$ cat config.mk
export PLATFORM = sky130hd
export DESIGN_NAME = mbt_top
export DESIGN_NICKNAME = d
export VERILOG_FILES = /design/src/rtl/mbt_pkg.sv /design/src/rtl/mbt_sync.sv /design/src/rtl/mbt_ctrl.sv /design/src/rtl/mbt_dpath.sv /design/src/rtl/mbt_top.sv
export SDC_FILE = /design/constraint.sdc
export NUM_CORES = 1
export LEC_CHECK = 0
export CAP_MARGIN = 20
export CORE_MARGIN = 3
export CORE_UTILIZATION = 55
export DETAILED_ROUTE_END_ITERATION = 6
export DONT_BUFFER_PORTS = 1
export PLACE_DENSITY = 0.7
export SYNTH_ARGS = -nofsm -noshare
export SYNTH_HDL_FRONTEND = slang
export SYNTH_HIERARCHICAL = 1
export SYNTH_SLANG_ARGS = --single-unit
$ cat constraint.sdc
create_clock -name clk -period 4.7 [get_ports clk]
set_clock_uncertainty 0.15 [all_clocks]
set_input_delay 0.47 -clock clk [delete_from_list [all_inputs] [get_ports clk]]
set_output_delay 0.47 -clock clk [all_outputs]
set_load 0.005 [all_outputs]
$ cat src/rtl/mbt_pkg.sv
package mbt_pkg;

  // Number of module slots and the width of a slot index.
  localparam int unsigned MBT_SLOTS  = 4;
  localparam int unsigned MBT_SLOT_W = $clog2(MBT_SLOTS);

  // Access watchdog state.
  typedef enum logic {
    ST_IDLE = 1'b0,
    ST_WAIT = 1'b1
  } mbtState_t;

  // Strobes from control to datapath, valid for one cycle.
  typedef struct packed {
    logic                  ackTake;   // open access acknowledged in time
    logic                  toutTake;  // open access ran out of time
    logic [MBT_SLOT_W-1:0] slot;      // slot of the open access
  } ctlStrb_t;

endpackage

$ cat src/rtl/mbt_sync.sv
module mbt_sync #(
  parameter int unsigned WIDTH   = 1,
  parameter logic        RST_VAL = 1'b1
) (
  input  logic             clk,
  input  logic             rstN,
  input  logic [WIDTH-1:0] din,
  output logic [WIDTH-1:0] dout
);

  logic [WIDTH-1:0] stage1;
  logic [WIDTH-1:0] stage2;

  always_ff @(posedge clk or negedge rstN) begin
    if (!rstN) begin
      stage1 <= {WIDTH{RST_VAL}};
      stage2 <= {WIDTH{RST_VAL}};
    end else begin
      stage1 <= din;
      stage2 <= stage1;
    end
  end

  assign dout = stage2;

endmodule

$ cat src/rtl/mbt_ctrl.sv
module mbt_ctrl
  import mbt_pkg::*;
#(
  parameter int unsigned TIMEOUT_CYCLES = 400
) (
  input  logic                  clk,
  input  logic                  rstN,
  input  logic                  accStart,
  input  logic [MBT_SLOT_W-1:0] accSlot,
  input  logic                  modAck,
  output ctlStrb_t              strb
);

  localparam int unsigned CNT_W = (TIMEOUT_CYCLES > 1) ? $clog2(TIMEOUT_CYCLES) : 1;
  localparam logic [CNT_W-1:0] CNT_LAST = CNT_W'(TIMEOUT_CYCLES - 1);

  mbtState_t             state;
  logic [CNT_W-1:0]      waitCnt;
  logic [MBT_SLOT_W-1:0] slotQ;
  logic                  windowEnd;
  logic                  open;

  assign open      = (state == ST_WAIT);
  assign windowEnd = (waitCnt == CNT_LAST);

  always_ff @(posedge clk or negedge rstN) begin
    if (!rstN) begin
      state   <= ST_IDLE;
      waitCnt <= '0;
      slotQ   <= '0;
    end else if (accStart) begin
      // a new access always restarts the window, abandoning an open one
      state   <= ST_WAIT;
      waitCnt <= '0;
      slotQ   <= accSlot;
    end else if (open) begin
      if (modAck || windowEnd) begin
        state   <= ST_IDLE;
        waitCnt <= '0;
      end else begin
        waitCnt <= waitCnt + 1'b1;
      end
    end
  end

  always_comb begin
    strb.ackTake  = open & modAck & ~accStart;
    strb.toutTake = open & ~modAck & windowEnd & ~accStart;
    strb.slot     = slotQ;
  end

endmodule

$ cat src/rtl/mbt_dpath.sv
module mbt_dpath
  import mbt_pkg::*;
#(
  parameter  int unsigned DATA_W       = 16,
  parameter  int unsigned IRQ_PER_SLOT = 2,
  localparam int unsigned IRQ_W        = MBT_SLOTS * IRQ_PER_SLOT,
  localparam int unsigned CLR_W        = IRQ_W + MBT_SLOTS,
  localparam int unsigned STAT_W       = IRQ_W + 2 * MBT_SLOTS
) (
  input  logic                 clk,
  input  logic                 rstN,
  input  ctlStrb_t             strb,
  input  logic [DATA_W-1:0]    modRdata,
  input  logic                 regWe,
  input  logic [CLR_W-1:0]     regWdata,
  input  logic [MBT_SLOTS-1:0] toutEn,
  input  logic [IRQ_W-1:0]     edgeMode,
  input  logic [IRQ_W-1:0]     slotIrqN,
  input  logic [MBT_SLOTS-1:0] slotErrN,
  output logic                 hostDone,
  output logic [DATA_W-1:0]    hostRdata,
  output logic [STAT_W-1:0]    statusOut,
  output logic                 irqReq
);

  logic [IRQ_W-1:0]     irqSyncN;
  logic [MBT_SLOTS-1:0] errSyncN;
  logic [IRQ_W-1:0]     irqAct;
  logic [IRQ_W-1:0]     irqActQ;
  logic [IRQ_W-1:0]     intStat;
  logic [IRQ_W-1:0]     clrInt;
  logic [MBT_SLOTS-1:0] clrTout;
  logic [MBT_SLOTS-1:0] setTout;
  logic [MBT_SLOTS-1:0] toutFlag;

  mbt_sync #(.WIDTH(IRQ_W), .RST_VAL(1'b1)) u_irqSync (
    .clk (clk),
    .rstN(rstN),
    .din (slotIrqN),
    .dout(irqSyncN)
  );

  mbt_sync #(.WIDTH(MBT_SLOTS), .RST_VAL(1'b1)) u_errSync (
    .clk (clk),
    .rstN(rstN),
    .din (slotErrN),
    .dout(errSyncN)
  );

  assign irqAct  = ~irqSyncN;
  assign clrInt  = regWe ? regWdata[IRQ_W-1:0] : '0;
  assign clrTout = regWe ? regWdata[IRQ_W +: MBT_SLOTS] : '0;
  assign setTout = strb.toutTake ? (MBT_SLOTS'(1) << strb.slot) : '0;

  // previous synchronized level, for activation detection
  always_ff @(posedge clk or negedge rstN) begin
    if (!rstN) irqActQ <= '0;
    else       irqActQ <= irqAct;
  end

  // one status bit per interrupt line, mode chosen per line
  for (genvar g = 0; g < IRQ_W; g++) begin : g_line
    logic bitQ;
    logic rise;
    assign rise = irqAct[g] & ~irqActQ[g];
    always_ff @(posedge clk or negedge rstN) begin
      if (!rstN)            bitQ <= 1'b0;
      else if (edgeMode[g]) bitQ <= rise | (bitQ & ~clrInt[g]);
      else                  bitQ <= irqAct[g];
    end
    assign intStat[g] = bitQ;
  end

  // sticky timeout flags, a set beats a clear
  always_ff @(posedge clk or negedge rstN) begin
    if (!rstN) toutFlag <= '0;
    else       toutFlag <= setTout | (toutFlag & ~clrTout);
  end

  // completion toward the host
  always_ff @(posedge clk or negedge rstN) begin
    if (!rstN) begin
      hostDone  <= 1'b0;
      hostRdata <= '0;
    end else begin
      hostDone <= strb.ackTake | strb.toutTake;
      if (strb.toutTake)     hostRdata <= '1;
      else if (strb.ackTake) hostRdata <= modRdata;
    end
  end

  assign irqReq    = |(toutFlag & toutEn);
  assign statusOut = {~errSyncN, toutFlag, intStat};

endmodule

$ cat src/rtl/mbt_top.sv
module mbt_top
  import mbt_pkg::*;
#(
  parameter  int unsigned CLK_HZ         = 50_000_000,
  parameter  int unsigned TIMEOUT_CYCLES = CLK_HZ / 125_000,
  parameter  int unsigned DATA_W         = 16,
  parameter  int unsigned IRQ_PER_SLOT   = 2,
  localparam int unsigned IRQ_W          = MBT_SLOTS * IRQ_PER_SLOT,
  localparam int unsigned CLR_W          = IRQ_W + MBT_SLOTS,
  localparam int unsigned STAT_W         = IRQ_W + 2 * MBT_SLOTS
) (
  input  logic                  clk,
  input  logic                  rstN,
  input  logic                  accStart,
  input  logic [MBT_SLOT_W-1:0] accSlot,
  input  logic                  modAck,
  input  logic [DATA_W-1:0]     modRdata,
  output logic                  hostDone,
  output logic [DATA_W-1:0]     hostRdata,
  input  logic                  regWe,
  input  logic [CLR_W-1:0]      regWdata,
  output logic [STAT_W-1:0]     statusOut,
  input  logic [MBT_SLOTS-1:0]  toutEn,
  input  logic [IRQ_W-1:0]      edgeMode,
  input  logic [IRQ_W-1:0]      slotIrqN,
  input  logic [MBT_SLOTS-1:0]  slotErrN,
  output logic                  irqReq
);

  ctlStrb_t strb;

  mbt_ctrl #(.TIMEOUT_CYCLES(TIMEOUT_CYCLES)) u_ctrl (
    .clk     (clk),
    .rstN    (rstN),
    .accStart(accStart),
    .accSlot (accSlot),
    .modAck  (modAck),
    .strb    (strb)
  );

  mbt_dpath #(.DATA_W(DATA_W), .IRQ_PER_SLOT(IRQ_PER_SLOT)) u_dpath (
    .clk      (clk),
    .rstN     (rstN),
    .strb     (strb),
    .modRdata (modRdata),
    .regWe    (regWe),
    .regWdata (regWdata),
    .toutEn   (toutEn),
    .edgeMode (edgeMode),
    .slotIrqN (slotIrqN),
    .slotErrN (slotErrN),
    .hostDone (hostDone),
    .hostRdata(hostRdata),
    .statusOut(statusOut),
    .irqReq   (irqReq)
  );

endmodule

# Word-level counts from Yosys, hierarchy flattened
# Cells that the tools add are included.
dict set report op_classes {
  bitwise_logic 54
  n_mux 19
  n_reduce_logical 4
  n_eq_ne 1
  addsub 1
  shifts 1
}
# op count
set op_table {}
lappend op_table {{$mux W16} 2}
lappend op_table {{$mux W9} 3}
lappend op_table {{$and A1 B1 Y1} 21}
lappend op_table {{$not A1 Y1} 18}
lappend op_table {{$mux W1} 11}
lappend op_table {{$add A9 B1 Y9 const B} 1}
lappend op_table {{$eq A9 B9 Y1 const B} 1}
lappend op_table {{$or A1 B1 Y1} 9}
lappend op_table {{$and A4 B4 Y4} 2}
lappend op_table {{$mux W4} 2}
lappend op_table {{$mux W8} 1}
lappend op_table {{$not A4 Y4} 2}
lappend op_table {{$not A8 Y8} 1}
lappend op_table {{$or A4 B4 Y4} 1}
lappend op_table {{$reduce_bool A2 Y1} 2}
lappend op_table {{$reduce_or A4 Y1} 1}
lappend op_table {{$shl A1 B2 Y4 const A} 1}
lappend op_table {{$logic_or A1 B1 Y1} 1}
dict set report totals {
  word_cells 99
  output_inout_bits 34
  reg_bits 73
  inputBits 59
}

# Longest topological paths before layout
dict set report depth {
  depth_word 6
  mapped_depth 6
  mapped_depth_nobuf 5
}

# Cells and area by module
# The synthesis kept the hierarchy.
# module cells_each area_each_um2 n_inst
set modules_own_cells {}
lappend modules_own_cells {mbt_dpath 133 1551.5 1}
lappend modules_own_cells {mbt_ctrl 60 646.9 1}
lappend modules_own_cells {{mbt_sync at u_dpath.u_irqSync} 16 420.4 1}
lappend modules_own_cells {{mbt_sync at u_dpath.u_errSync} 8 210.2 1}

# Worst setup path before layout
# No wires, ideal clock.
dict set report synth_path {
  path_type {input to register}
  startpoint {in accStart}
  endpoint {reg u_dpath.hostRdata[10]}
  arrival_ns 1.557
  stages 6
  path_slack_ns 2.869
  setup_ns 0.124
  path_cell_list {clkbuf_1 inv_1 and3_1 buf_6 buf_8 a211o_1}
}
# item line_no
set synth_rtl {}
lappend synth_rtl {{from (decl)} mbt_top.sv:14} ;# input logic accStart,
lappend synth_rtl {{to (signal assigned)} mbt_dpath.sv:88} ;# else if (strb.ackTake) hostRdata <= modRdata;
lappend synth_rtl {{to (decl)} mbt_dpath.sv:21} ;# output logic [DATA_W-1:0] hostRdata,

# Worst setup path in the final report
dict set report layout_path {
  startpoint {reg u_ctrl.waitCnt[0]}
  endpoint {reg u_ctrl.waitCnt[5]}
}
dict set report layout_between {
  elab_chain_len 5
}
# item line_no
set layout_rtl {}
lappend layout_rtl {{from (decl)} mbt_ctrl.sv:18} ;# logic [CNT_W-1:0] waitCnt;
lappend layout_rtl {{from (signal assigned)} mbt_ctrl.sv:41} ;# waitCnt <= waitCnt + 1'b1;
lappend layout_rtl {{branches (longest 2 deep; another with $add A9 B1 Y9)} -}
lappend layout_rtl {{$mux W9 *} mbt_ctrl.sv:37} ;# if (modAck || windowEnd) begin
lappend layout_rtl {{$mux W9 *} mbt_ctrl.sv:36} ;# end else if (open) begin
lappend layout_rtl {{$mux W9 *} mbt_ctrl.sv:31} ;# end else if (accStart) begin
# Mark *: on every way between the ends. The select of a mux whose other input is x is not followed.
# A chain may end at the register's enable or synchronous reset.

==> results.cfg <==
[status]
outcome = finished clean

[finish]
fill_cells = 359
final_cell_count_no_fill = 300
regArea_mm2 = 0.00186
syn2layout_area_growth_pct = 13.8
multiInputGateArea_um2 = 796
layout-drive-gt1-share_pct = 22.7
utilization_pct = 66.4
insertedDiodeCount = 0
design.final.nets = 288

[timing]
setup_total_negative_slack_ns = 0
unrepaired_setup_endpoints_after_global_routing = no
final_max_slew_viol_count = 0
worst_hold_slack_ns = 0.0368
slew_headroom_pct = 77.8
finalSetupViolCount = 0
period_needed_ns = 1.77
final_critical_path_setup_slack_ns = 2.93
worst_slew_pin_slew_ns = 0.333
timing.fmax_mhz = 564
period_share_pct = 37.8
hold_viol = 0

[clock_tree]
cts.reportedPaths.clkPinSlew_ns = 0.07
cts-root-buf = clkbuf_8
clock_insertion_delay_worst_skew_ns = 0.34
cts_sinks = 73
cts-buffers-inserted = 9
cts_hold_buffers = 14
tritoncts_clock_tree = built
cts-resized-gates = 0
post_cts.repair.setup_buffers = 0
htree_levels = 3
cts_max_path_buffers = 2

[routing]
drc_errors = 0
drt_first_iter_violations = 33
antenna_left = 0
drt_pass1_iterations = 5
via_count = 1720
viasPerCell = 5.73
wire_per_inst_um = 18.2
routed_wl_mm = 5.45

[placement]
number_of_port_buffers = 0
dpl.hpwl_mm = 3.72
globalplace.congestion = 0.699
dpl_worst_slack_ns = 2.49
placed_cells = 269

[worst_setup_path]
critPathKind = reg -> reg
critical_path.startpoint_type = flip-flop
cp_data_arrival_time_ns = 1.85
r2r_setup_slack_ns = 2.93
timing.critical_path.required_ns = 4.78
timing.critical_path.slowest_stage_cell = dfrtp_1
reg2reg_from = u_ctrl/waitCnt[0]
critPathMaxFanout = 10
critPathCaptureType = flip-flop
r2r-end = u_ctrl/waitCnt[5]
worstSetupStartpoint = u_ctrl/waitCnt[0]
count_of_buffer_and_inverter_cells_on_the_critical_path = 0
critPathMaxStageDelay_ns = 0.38
timing.critical_path.max_delay_family = compound AO/OA/AOI/OAI gates
critical_path.cell_chain = ha_1, nand4b_4, o211a_1, a21o_1, a22o_1
r2r_cells = 5

[global_routing]
grtUsageTotal_pct = 19.0
grt_max_degree = 74
number_of_global_route_vias_before_repair = 1829
globalRoute.totalOverflow = 0
initial_antenna_violation_count = 0
grt_first_pass_wirelength_mm = 8.68

[synth]
ys.warnings.count = 6
yosys.area.top_type = dfrtp_1
largest_cells_by_area_after_synthesis = dfrtp_1 43%, dfstp_2 22%, a211o_1 5.0%, nor2b_1 3.3%, nand2_1 2.3%
postSynthNetCount = 277
synth-edff-count = 0
synthesis.instances = 217
synth_seq_cells = 73
synth_area_per_cell_um2 = 13.0
yosys.cell_count.top_type = dfrtp_1
yosysSeqAreaShare_pct = 65.6
synth_cell_type_count = 40
syn_area_mm2 = 0.00283
synthDominantCellAreaShare_pct = 43.3
synthArstFlopShare_pct = 100
synth_common_cells = 49 x dfrtp_1, 24 x dfstp_2, 17 x nand2_1
synth_ff_type = dfrtp_1

[min_path]
hold_path_startpoint = accStart
worstHoldPathType = in -> reg
min_delay_path_depth = 1
holdPathEnd = u_ctrl/waitCnt[4]

[floorplanning]
floorplan.core_area_mm2 = 0.00485
die-width_um = 77.7
floorplan.initialDensity_pct = 58.3
io_pins = 93
area_enclosed_by_the_die_boundary_mm2 = 0.00604
die_h_um = 77.7
rows = 25

[power]
leakage_nw = 1.57
pwr_density_cell_mw_per_mm2 = 427
peakVddDrop_uv = 263

[job]
drv_cap = 0
==> per-stage QoR <==
step	power (mW)	cell area, µm²
6_report	1.38	3220
5_1_grt	1.44	3220
4_1_cts	1.39	3190
3_5_place_dp	0.798	2800
3_3_place_gp	0.789	2800
2_1_floorplan	0.790	2830
==> where the power goes <==
group          switching [mW]  internal [mW]
Clock                   0.212          0.353
Combinational          0.0428         0.0525
Sequential             0.0324          0.683
==> sequential cells by signal, indices dropped and copies added, names as in the netlist <==
register / count
u_dpath/hostDone: 1
u_dpath/u_irqSync/dout: 8
u_dpath/hostRdata: 16
u_ctrl/open: 1
u_dpath/g_line.bitQ: 8
u_ctrl/slotQ: 2
u_dpath/u_irqSync/stage1: 8
u_dpath/irqActQ: 8
u_dpath/u_errSync/stage1: 4
u_ctrl/waitCnt: 9
u_dpath/toutFlag: 4
u_dpath/u_errSync/dout: 4
==> worst max-delay path by stage <==
stage                                 end  slack, ns  cells after the start
CTS                 u_dpath/hostRdata[15]       2.57                      3
global placement    u_dpath/hostRdata[15]       2.59                      4
floorplan           u_dpath/hostRdata[10]       2.87                      6
detailed placement  u_dpath/hostRdata[15]       2.49                      4
global route          u_dpath/toutFlag[0]       2.80                      5
finish                  u_ctrl/waitCnt[5]       2.93                      5
==> routing by layer <==
layer | track usage [%] | share of wire, %
met5 | 0 | 0
met4 | 10.1 | 1.6
met3 | 6.84 | 7.0
met2 | 31.5 | 53
met1 | 21.5 | 38
==> cells in the final DEF, fill, tap and decap left out, types with 3 or more instances in the layout <==
master	n
a32o_1	4
a21oi_1	10
dfrtp_1	49
nor2_1	4
a211o_1	16
inv_1	15
dlygate4sd3_1	13
a21o_1	3
mux2_2	3
nor2b_1	15
nand2_1	17
bufinv_16	3
clkbuf_8	9
nand3_1	4
o21ai_0	3
a31o_1	6
dfstp_2	24
==> cell families (layout without fill, tap and decap cells) <==
| logic type | count (synthesis) | after routing | share of synthesized area, % |
|---|---|---|---|
| flops | 73 | 73 | 65.6 |
| compound gates | 54 | 54 | 14.9 |
| simple gates | 54 | 54 | 11.1 |
| buf+inv | 31 | 47 | 6.46 |
| mux | 3 | 3 | 1.19 |
| fa+ha+maj | 1 | 1 | 0.442 |
| xor+xnor | 1 | 1 | 0.310 |
==> cell type report <==
class | instances | share of cell area (%)
clock buffers | 11 | 4.08
well taps | 67 | 2.60
flip-flops and latches | 73 | 57.7
inverters | 15 | 1.75
multi-input cells | 113 | 24.7
clock inverters | 5 | 3.23
repair buffers | 16 | 5.91
Power figures use the tool's default switching activity.
